## src/rtl/evcu_pkg.sv

```systemverilog
package evcu_pkg;

    localparam int REG_AW = 12;
    localparam int SEL_W  = 8;

    typedef enum logic [1:0] {
        ST_STOP  = 2'd0,
        ST_RUN   = 2'd1,
        ST_PURGE = 2'd2
    } unit_state_e;

    localparam logic [REG_AW-1:0] A_CTRL      = 12'h500;
    localparam logic [REG_AW-1:0] A_ENSET     = 12'h508;
    localparam logic [REG_AW-1:0] A_ENCLR     = 12'h50C;
    localparam logic [REG_AW-1:0] A_IESET     = 12'h510;
    localparam logic [REG_AW-1:0] A_IECLR     = 12'h514;
    localparam logic [REG_AW-1:0] A_CHAIN     = 12'h718;
    localparam logic [REG_AW-1:0] A_OVF       = 12'h740;
    localparam logic [REG_AW-1:0] A_TOPBIT    = 12'h96C;
    localparam logic [REG_AW-1:0] A_CCTL_BASE = 12'h120;
    localparam logic [REG_AW-1:0] A_SEL_BASE  = 12'h220;
    localparam logic [REG_AW-1:0] A_VAL_BASE  = 12'h420;

    localparam int CTRL_EN_BIT  = 0;
    localparam int CTRL_RST_BIT = 1;

    localparam logic [SEL_W-1:0] CODE_CYCLES = 8'h01;
    localparam logic [SEL_W-1:0] CODE_FIRST  = 8'h20;

    // True when addr falls on an 8-byte-strided slot of a bank of n registers.
    function automatic logic bank_hit(input logic [REG_AW-1:0] addr,
                                      input logic [REG_AW-1:0] base,
                                      input int n);
        return (addr >= base) && (addr < base + REG_AW'(8 * n)) && (addr[2:0] == 3'b000);
    endfunction

endpackage

```

## src/rtl/evcu_unit_fsm.sv

```systemverilog
module evcu_unit_fsm
    import evcu_pkg::*;
(
    input  logic clk,
    input  logic rst_n,
    input  logic ctrl_wr,
    input  logic wr_en_bit,
    input  logic wr_rst_bit,
    output logic run,
    output logic purge,
    output logic en_flag
);

    unit_state_e state_q, state_d, wr_target;
    logic        en_q;

    // Target state implied by a control write.
    always_comb begin
        if (wr_rst_bit)     wr_target = ST_PURGE;
        else if (wr_en_bit) wr_target = ST_RUN;
        else                wr_target = ST_STOP;
    end

    always_ff @(posedge clk or negedge rst_n) begin
        if (!rst_n) begin
            state_q <= ST_STOP;
            en_q    <= 1'b0;
        end else begin
            state_q <= state_d;
            if (ctrl_wr) en_q <= wr_en_bit;
        end
    end

    always_comb begin
        state_d = state_q;
        unique case (state_q)
            ST_STOP:  if (ctrl_wr) state_d = wr_target;             // start / purge-request
            ST_RUN:   if (ctrl_wr) state_d = wr_target;             // halt / purge-request
            ST_PURGE: begin
                if (ctrl_wr)   state_d = wr_target;
                else if (en_q) state_d = ST_RUN;                    // resume
                else           state_d = ST_STOP;                   // park
            end
            default:           state_d = ST_STOP;
        endcase
    end

    always_comb begin
        run     = (state_q == ST_RUN);
        purge   = (state_q == ST_PURGE);
        en_flag = en_q;
    end

endmodule

```

## src/rtl/evcu_ctr_slice.sv

```systemverilog
module evcu_ctr_slice
    import evcu_pkg::*;
#(
    parameter int CTR_W   = 32,
    parameter int NUM_EVT = 6
) (
    input  logic               clk,
    input  logic               rst_n,
    input  logic               run,
    input  logic               purge,
    input  logic               en,
    input  logic [SEL_W-1:0]   sel,
    input  logic [NUM_EVT-1:0] ev,
    input  logic               chain_mode,
    input  logic               carry_in,
    input  logic               wr,
    input  logic [CTR_W-1:0]   wdata,
    output logic [CTR_W-1:0]   value,
    output logic               wrap,
    output logic               msb_flip
);

    localparam int EIDX_W = (NUM_EVT > 1) ? $clog2(NUM_EVT) : 1;
    localparam logic [SEL_W-1:0] CODE_END = CODE_FIRST + SEL_W'(NUM_EVT);

    logic [(1 << EIDX_W)-1:0] ev_pad;
    logic [EIDX_W-1:0]        rel;
    logic                     sel_hit;
    logic                     step;

    always_comb begin
        ev_pad              = '0;
        ev_pad[NUM_EVT-1:0] = ev;
        rel                 = EIDX_W'(sel - CODE_FIRST);
        sel_hit             = 1'b0;
        if (sel == CODE_CYCLES)
            sel_hit = 1'b1;
        else if (sel >= CODE_FIRST && sel < CODE_END)
            sel_hit = ev_pad[rel];
    end

    // A software load or purge in the same cycle suppresses the increment.
    assign step     = run && en && (chain_mode ? carry_in : sel_hit) && !wr && !purge;
    assign wrap     = step && (&value);
    assign msb_flip = step && (&value[CTR_W-2:0]);

    always_ff @(posedge clk or negedge rst_n) begin
        if (!rst_n)     value <= '0;
        else if (purge) value <= '0;
        else if (wr)    value <= wdata;
        else if (step)  value <= value + CTR_W'(1);
    end

endmodule

```

## src/rtl/evt_count_unit.sv

```systemverilog
module evt_count_unit
    import evcu_pkg::*;
#(
    parameter int NUM_CTR = 8,
    parameter int CTR_W   = 32,
    parameter int NUM_EVT = 6,
    parameter int REG_W   = 32
) (
    input  logic               clk,
    input  logic               rst_n,
    input  logic               reg_wr,
    input  logic [REG_AW-1:0]  reg_addr,
    input  logic [REG_W-1:0]   reg_wdata,
    output logic [REG_W-1:0]   reg_rdata,
    input  logic [NUM_EVT-1:0] ev_strobe,
    output logic               irq
);

    localparam int IDX_W = (NUM_CTR > 1) ? $clog2(NUM_CTR) : 1;

    function automatic logic [NUM_CTR-1:0] odd_mask();
        logic [NUM_CTR-1:0] m;
        for (int i = 0; i < NUM_CTR; i++) m[i] = (i % 2 == 1);
        return m;
    endfunction
    localparam logic [NUM_CTR-1:0] ODD_MASK = odd_mask();

    logic [NUM_CTR-1:0]            en_q, ien_q, chain_q, topbit_q, ovf_q;
    logic [NUM_CTR-1:0]            en_inv, ien_inv, ovf_set, ovf_clr, wmask;
    logic [NUM_CTR-1:0]            wrap, msb_flip, val_wr;
    logic [SEL_W-1:0]              sel_q  [NUM_CTR];
    logic [REG_W-1:0]              cctl_q [NUM_CTR];
    logic [NUM_CTR-1:0][CTR_W-1:0] ctr_vals;

    logic                          unit_run, unit_purge, unit_en, ctrl_wr;
    logic                          hit_val, hit_cctl, hit_sel;
    logic [REG_AW-1:0]             off_val, off_cctl, off_sel;
    logic [IDX_W-1:0]              idx_val, idx_cctl, idx_sel;

    // ---------------- address decode ----------------
    assign hit_val  = bank_hit(reg_addr, A_VAL_BASE,  NUM_CTR);
    assign hit_cctl = bank_hit(reg_addr, A_CCTL_BASE, NUM_CTR);
    assign hit_sel  = bank_hit(reg_addr, A_SEL_BASE,  NUM_CTR);
    assign off_val  = reg_addr - A_VAL_BASE;
    assign off_cctl = reg_addr - A_CCTL_BASE;
    assign off_sel  = reg_addr - A_SEL_BASE;
    assign idx_val  = off_val[3 +: IDX_W];
    assign idx_cctl = off_cctl[3 +: IDX_W];
    assign idx_sel  = off_sel[3 +: IDX_W];

    assign wmask    = reg_wdata[NUM_CTR-1:0];
    assign ctrl_wr  = reg_wr && (reg_addr == A_CTRL);
    assign ovf_clr  = (reg_wr && reg_addr == A_OVF) ? wmask : '0;
    assign en_inv   = ~en_q;
    assign ien_inv  = ~ien_q;

    // ---------------- global control state machine ----------------
    evcu_unit_fsm u_fsm (
        .clk        (clk),
        .rst_n      (rst_n),
        .ctrl_wr    (ctrl_wr),
        .wr_en_bit  (reg_wdata[CTRL_EN_BIT]),
        .wr_rst_bit (reg_wdata[CTRL_RST_BIT]),
        .run        (unit_run),
        .purge      (unit_purge),
        .en_flag    (unit_en)
    );

    // ---------------- counter slices ----------------
    for (genvar i = 0; i < NUM_CTR; i++) begin : g_ctr
        logic chain_sel, carry_prev;
        if (i % 2 == 1) begin : g_upper
            assign chain_sel  = chain_q[i];
            assign carry_prev = wrap[i-1];
        end else begin : g_lower
            assign chain_sel  = 1'b0;
            assign carry_prev = 1'b0;
        end

        assign val_wr[i]  = reg_wr && hit_val && (idx_val == IDX_W'(i));
        assign ovf_set[i] = topbit_q[i] ? msb_flip[i] : wrap[i];

        evcu_ctr_slice #(
            .CTR_W   (CTR_W),
            .NUM_EVT (NUM_EVT)
        ) u_slice (
            .clk        (clk),
            .rst_n      (rst_n),
            .run        (unit_run),
            .purge      (unit_purge),
            .en         (en_q[i]),
            .sel        (sel_q[i]),
            .ev         (ev_strobe),
            .chain_mode (chain_sel),
            .carry_in   (carry_prev),
            .wr         (val_wr[i]),
            .wdata      (CTR_W'(reg_wdata)),
            .value      (ctr_vals[i]),
            .wrap       (wrap[i]),
            .msb_flip   (msb_flip[i])
        );
    end

    // ---------------- configuration and status registers ----------------
    always_ff @(posedge clk or negedge rst_n) begin
        if (!rst_n) begin
            en_q     <= '0;
            ien_q    <= '0;
            chain_q  <= '0;
            topbit_q <= '0;
            ovf_q    <= '1;
            for (int i = 0; i < NUM_CTR; i++) begin
                sel_q[i]  <= '0;
                cctl_q[i] <= '0;
            end
        end else begin
            if (reg_wr && reg_addr == A_ENSET)  en_q     <= en_q | wmask;
            if (reg_wr && reg_addr == A_ENCLR)  en_q     <= en_q & ~wmask;
            if (reg_wr && reg_addr == A_IESET)  ien_q    <= ien_q | wmask;
            if (reg_wr && reg_addr == A_IECLR)  ien_q    <= ien_q & ~wmask;
            if (reg_wr && reg_addr == A_CHAIN)  chain_q  <= wmask & ODD_MASK;
            if (reg_wr && reg_addr == A_TOPBIT) topbit_q <= wmask;
            if (reg_wr && hit_sel)  sel_q[idx_sel]   <= reg_wdata[SEL_W-1:0];
            if (reg_wr && hit_cctl) cctl_q[idx_cctl] <= reg_wdata;
            ovf_q <= (ovf_q & ~ovf_clr) | ovf_set;
        end
    end

    // ---------------- read mux ----------------
    always_comb begin
        reg_rdata = '0;
        if (hit_val)
            reg_rdata = REG_W'(ctr_vals[idx_val]);
        else if (hit_cctl)
            reg_rdata = cctl_q[idx_cctl];
        else if (hit_sel)
            reg_rdata = REG_W'(sel_q[idx_sel]);
        else begin
            unique case (reg_addr)
                A_CTRL:   reg_rdata[CTRL_EN_BIT] = unit_en;
                A_ENSET:  reg_rdata = REG_W'(en_q);
                A_ENCLR:  reg_rdata = REG_W'(en_inv);
                A_IESET:  reg_rdata = REG_W'(ien_q);
                A_IECLR:  reg_rdata = REG_W'(ien_inv);
                A_CHAIN:  reg_rdata = REG_W'(chain_q);
                A_TOPBIT: reg_rdata = REG_W'(topbit_q);
                A_OVF:    reg_rdata = REG_W'(ovf_q);
                default:  reg_rdata = '0;
            endcase
        end
    end

    assign irq = |(ovf_q & ien_q);

endmodule

```

## config.mk

```make
export PLATFORM = sky130hd
export DESIGN_NAME = evt_count_unit
export DESIGN_NICKNAME = d
export VERILOG_FILES = /design/src/rtl/evcu_pkg.sv /design/src/rtl/evcu_unit_fsm.sv /design/src/rtl/evcu_ctr_slice.sv /design/src/rtl/evt_count_unit.sv
export SDC_FILE = /design/constraint.sdc
export NUM_CORES = 2
export LEC_CHECK = 0
export ABC_CLOCK_PERIOD_IN_PS = 3700
export BUFFER_PORTS_ARGS = -buffer_cell sky130_fd_sc_hd__buf_4
export CORE_UTILIZATION = 30
export DETAILED_ROUTE_END_ITERATION = 8
export GPL_TIMING_DRIVEN = 0
export PLACE_DENSITY = 0.43
export SYNTH_ARGS = -nofsm -noshare
export SYNTH_HDL_FRONTEND = slang
export SYNTH_HIERARCHICAL = 1
export SYNTH_SLANG_ARGS = --single-unit
```

## constraint.sdc

```tcl
create_clock -name clk -period 3.7 [get_ports clk]
set_clock_uncertainty 0.05 [all_clocks]
set_input_delay 0.185 -clock clk [delete_from_list [all_inputs] [get_ports clk]]
set_output_delay 0.185 -clock clk [all_outputs]
set_load 0.02 [all_outputs]
```

==> metrics.yaml <==
outcome:
  status: "finished with violations"
  violations: "negative setup slack"
worst_setup_path:
  endpoint_kind: "output pin"
  cp.arrival_ps: 3520
  cp.required_ps: 3460
  r2r_slack_ps: 80
  crit_family: "buffers and inverters"
  cp_cell_sequence: "buf_2 -> buf_2 -> buf_2 -> buf_2 -> buf_1 -> mux2i_1 -> o22ai_1 -> buf_4"
  reg2reg_depth: 13
  worst-path-buf-inv: 6
  r2r-start: "g_ctr[4].u_slice/value[1]$_DFFE_PN0P_"
  crit_path_frequent_cell: "buf_2"
  cpMaxStageDelayCell: "buf_1"
  path_max_fanout: 10
  crit_path_start_kind: "input pin"
  r2r_end: "g_ctr[5].u_slice/value[30]$_DFFE_PN0P_"
  path_class: "in -> out"
  critPathMaxStageDelay_ps: 840
floorplanning:
  core_um2: 120000
  die_area_um2: 122000
  die_x_um: 350
  die_h_um: 350
  initial_core_util_pct: 30.3
  io_pins: 86
  row_count: 127
power_and_ir_drop:
  peakVddDrop_v: 0.000327
  powerDensity_nw_per_um2: 369
  p_leak_uw: 0.0177
placement:
  post_dp_cell_area_um2: 39300
  port_buffers: 79
  gp_congestion: 0.946
  dpl.hpwl_um: 115000
cts:
  cts_buffers: 79
  clk_latency_ps: 680
  clock_tree.htree_level_count: 3
  cts_root_buffer: "clkbuf_16"
  cts.path.max_buffers: 3
  clock_sinks: 615
  cts_tree: "built"
  clkTransAtPathRegs_ps: 50
sta:
  fin_ws_ps: -51.2
  slew_headroom_pct: 18.8
  slew_violations: 0
  hold_viol_final: 0
  setup_viol: 1
  min_period_ps: 3750
  fmax_ghz: 0.267
  tightest_slew_ps: 1210
  whs_ps: 22.0
  period_share_pct: 101
  tns_ps: -51.2
detailed_routing:
  wl_um: 158000
  drc: 0
  via_per_inst: 5.92
  first_pass_iters: 7
  vias: 30600
  wl_per_cell_um: 30.6
  drtIter0Drc: 3515
  drtAntennaViolNets: 0
final_layout:
  final_common_cell: "dfrtp_1"
  drive_gt1_share_pct: 28.4
  postLayoutCoreUtil_pct: 35.7
  nets: 3552
  syn_to_final_growth_pct: 18.0
  nFillCells: 11900
  mostFrequentLayoutCells: "604 x dfrtp_1, 355 x mux2_2, 242 x nand2_1"
  fin_area_um2: 42800
min_path:
  holdCritPathClass: "in -> async"
logic_synthesis:
  ys.flop_type: "dfrtp_1"
  ys_ff_latch: 615
  synth_edf_count: 0
  synth_cell_types: 82
  syn_inst: 3245
  synth_area_per_cell_um2: 11.2
  syn_area_um2: 36300
  synth_top_area_share_pct: 41.8
  yosysWarnings: 6
  synth_area_leaders: "dfrtp_1 42%, mux2_2 11%, mux4_2 9.4%, nand2_1 2.5%, nor2_1 2.1%"
  async_flop_share_pct: 100
  yosysTopAreaCell: "dfrtp_1"
  ys_seq_area_share_pct: 42.4
grt:
  overflow: 0
  grt_pass1_vias: 29200
  antenna_found_initial: 7
  grt_max_degree: 111
  grt_use_total_pct: 25.5
  grt_pass1_wl_um: 223000
run:
  cap_violations: 0
-- cell type report --
type	count	area, µm²	area share (%)
clock buffer	121	2330	5.43
tap	1612	2020	4.71
timing repair buffer	160	1430	3.33
inverter	59	221	0.517
buffer	220	1230	2.87
multi-input combinational	2356	20000	46.7
sequential	615	15400	35.9
antenna	2	5.00	0.0117
clock inverter	21	218	0.508
-- worst max path at each step --
stage	startpoint	endpoint	slack [ps]	depth (start not counted)
3_3_place_gp	rst_n	cctl_q[68]$_DFFE_PN0P_	-5420	1
4_1_cts	u_fsm/state_q[1]$_DFFE_PN0P_	ovf_q[7]$_DFF_PN1_	-20	17
3_5_place_dp	reg_addr[11]	ovf_q[7]$_DFF_PN1_	-2320	23
6_report	reg_addr[5]	reg_rdata[31]	-50	8
5_1_grt	reg_addr[2]	g_ctr[7].u_slice/value[9]$_DFFE_PN0P_	-1	22
2_1_floorplan	reg_addr[0]	g_ctr[3].u_slice/value[11]$_DFFE_PN0P_	-10	20
-- logic make-up after synthesis --
kind of cell	count (synthesis)	share of synthesized area [%]
AOI/OAI and AO/OA	642	14.0
xor gates and xnor gates	33	0.796
adders and majority gates	8	0.276
buffers and inverters	285	3.43
DFF	615	42.4
muxes	604	23.2
other	1	0.0103
and+or+nand+nor	1057	15.8
-- power breakdown --
group	switching (µW)	total, µW	internal, µW
Combinational	759	1100	344
Sequential	155	6970	6810
Clock	3270	7750	4480
Total	4180	15800	11600
-- state kept, by name (all words and copies together) (netlist names), named ones only --
name and count:
sel_q 64, chain_q 4, g_ctr.u_slice/value 256, topbit_q 8
cctl_q 256, u_fsm/state_q 2, ovf_q 8, u_fsm/en_flag 1
-- routing by layer --
layer | GRT usage [%] | wire [µm] | vias to the layer above | part of all wire (%)
met5 | 0 | 12 | - | 0.0076
met4 | 7.46 | 4970 | 2 | 3.1
met3 | 5.08 | 12700 | 215 | 8.0
met2 | 38.6 | 69700 | 1298 | 44
met1 | 36.4 | 70600 | 15900 | 45
li1 | - | - | 13200 | -
-- stage by stage --
stage	instances	setup WS, ps	total power [µW]
floorplan	3256	-14.0	7440
global placement	4947	-5420	8120
detailed placement	4954	-2320	8150
CTS	5148	-19.2	16000
global route	5164	-0.967	16300
finish	5166	-51.2	15800
-- synth_stat cells (all sizes together) (9+ instances only) --
cell	instances
nor3	99
nand3	130
a21o	9
a31oi	17
o22ai	32
o41a	24
nand4	67
nor2	200
and4	20
o31a	24
dfrtp	607
nand2	250
o311a	17
a221o	59
a2111oi	16
or2	9
xor2	26
o311ai	40
mux2	379
and3b	9
o21ai	122
inv	59
a211oi	26
o21a	18
or4	25
o211ai	73
nor3b	27
buf	105
a311oi	40
a22oi	16
nor2b	29
and3	41
nor4	72
and2	9
a32oi	16
o31ai	24
or3	42
a21oi	19
mux4	151
clkbuf	121
mux2i	74
-- repair_timing --
action                                  in CTS  in global routing
resized for setup                           94                 33
pin swaps                                   21                 19
endpoints found under the setup margin     181                 78
hold endpoints to repair                   350                  0
buffers inserted                            28                 19
hold buffers                                27                  0
(Power assumes the default switching activity.)
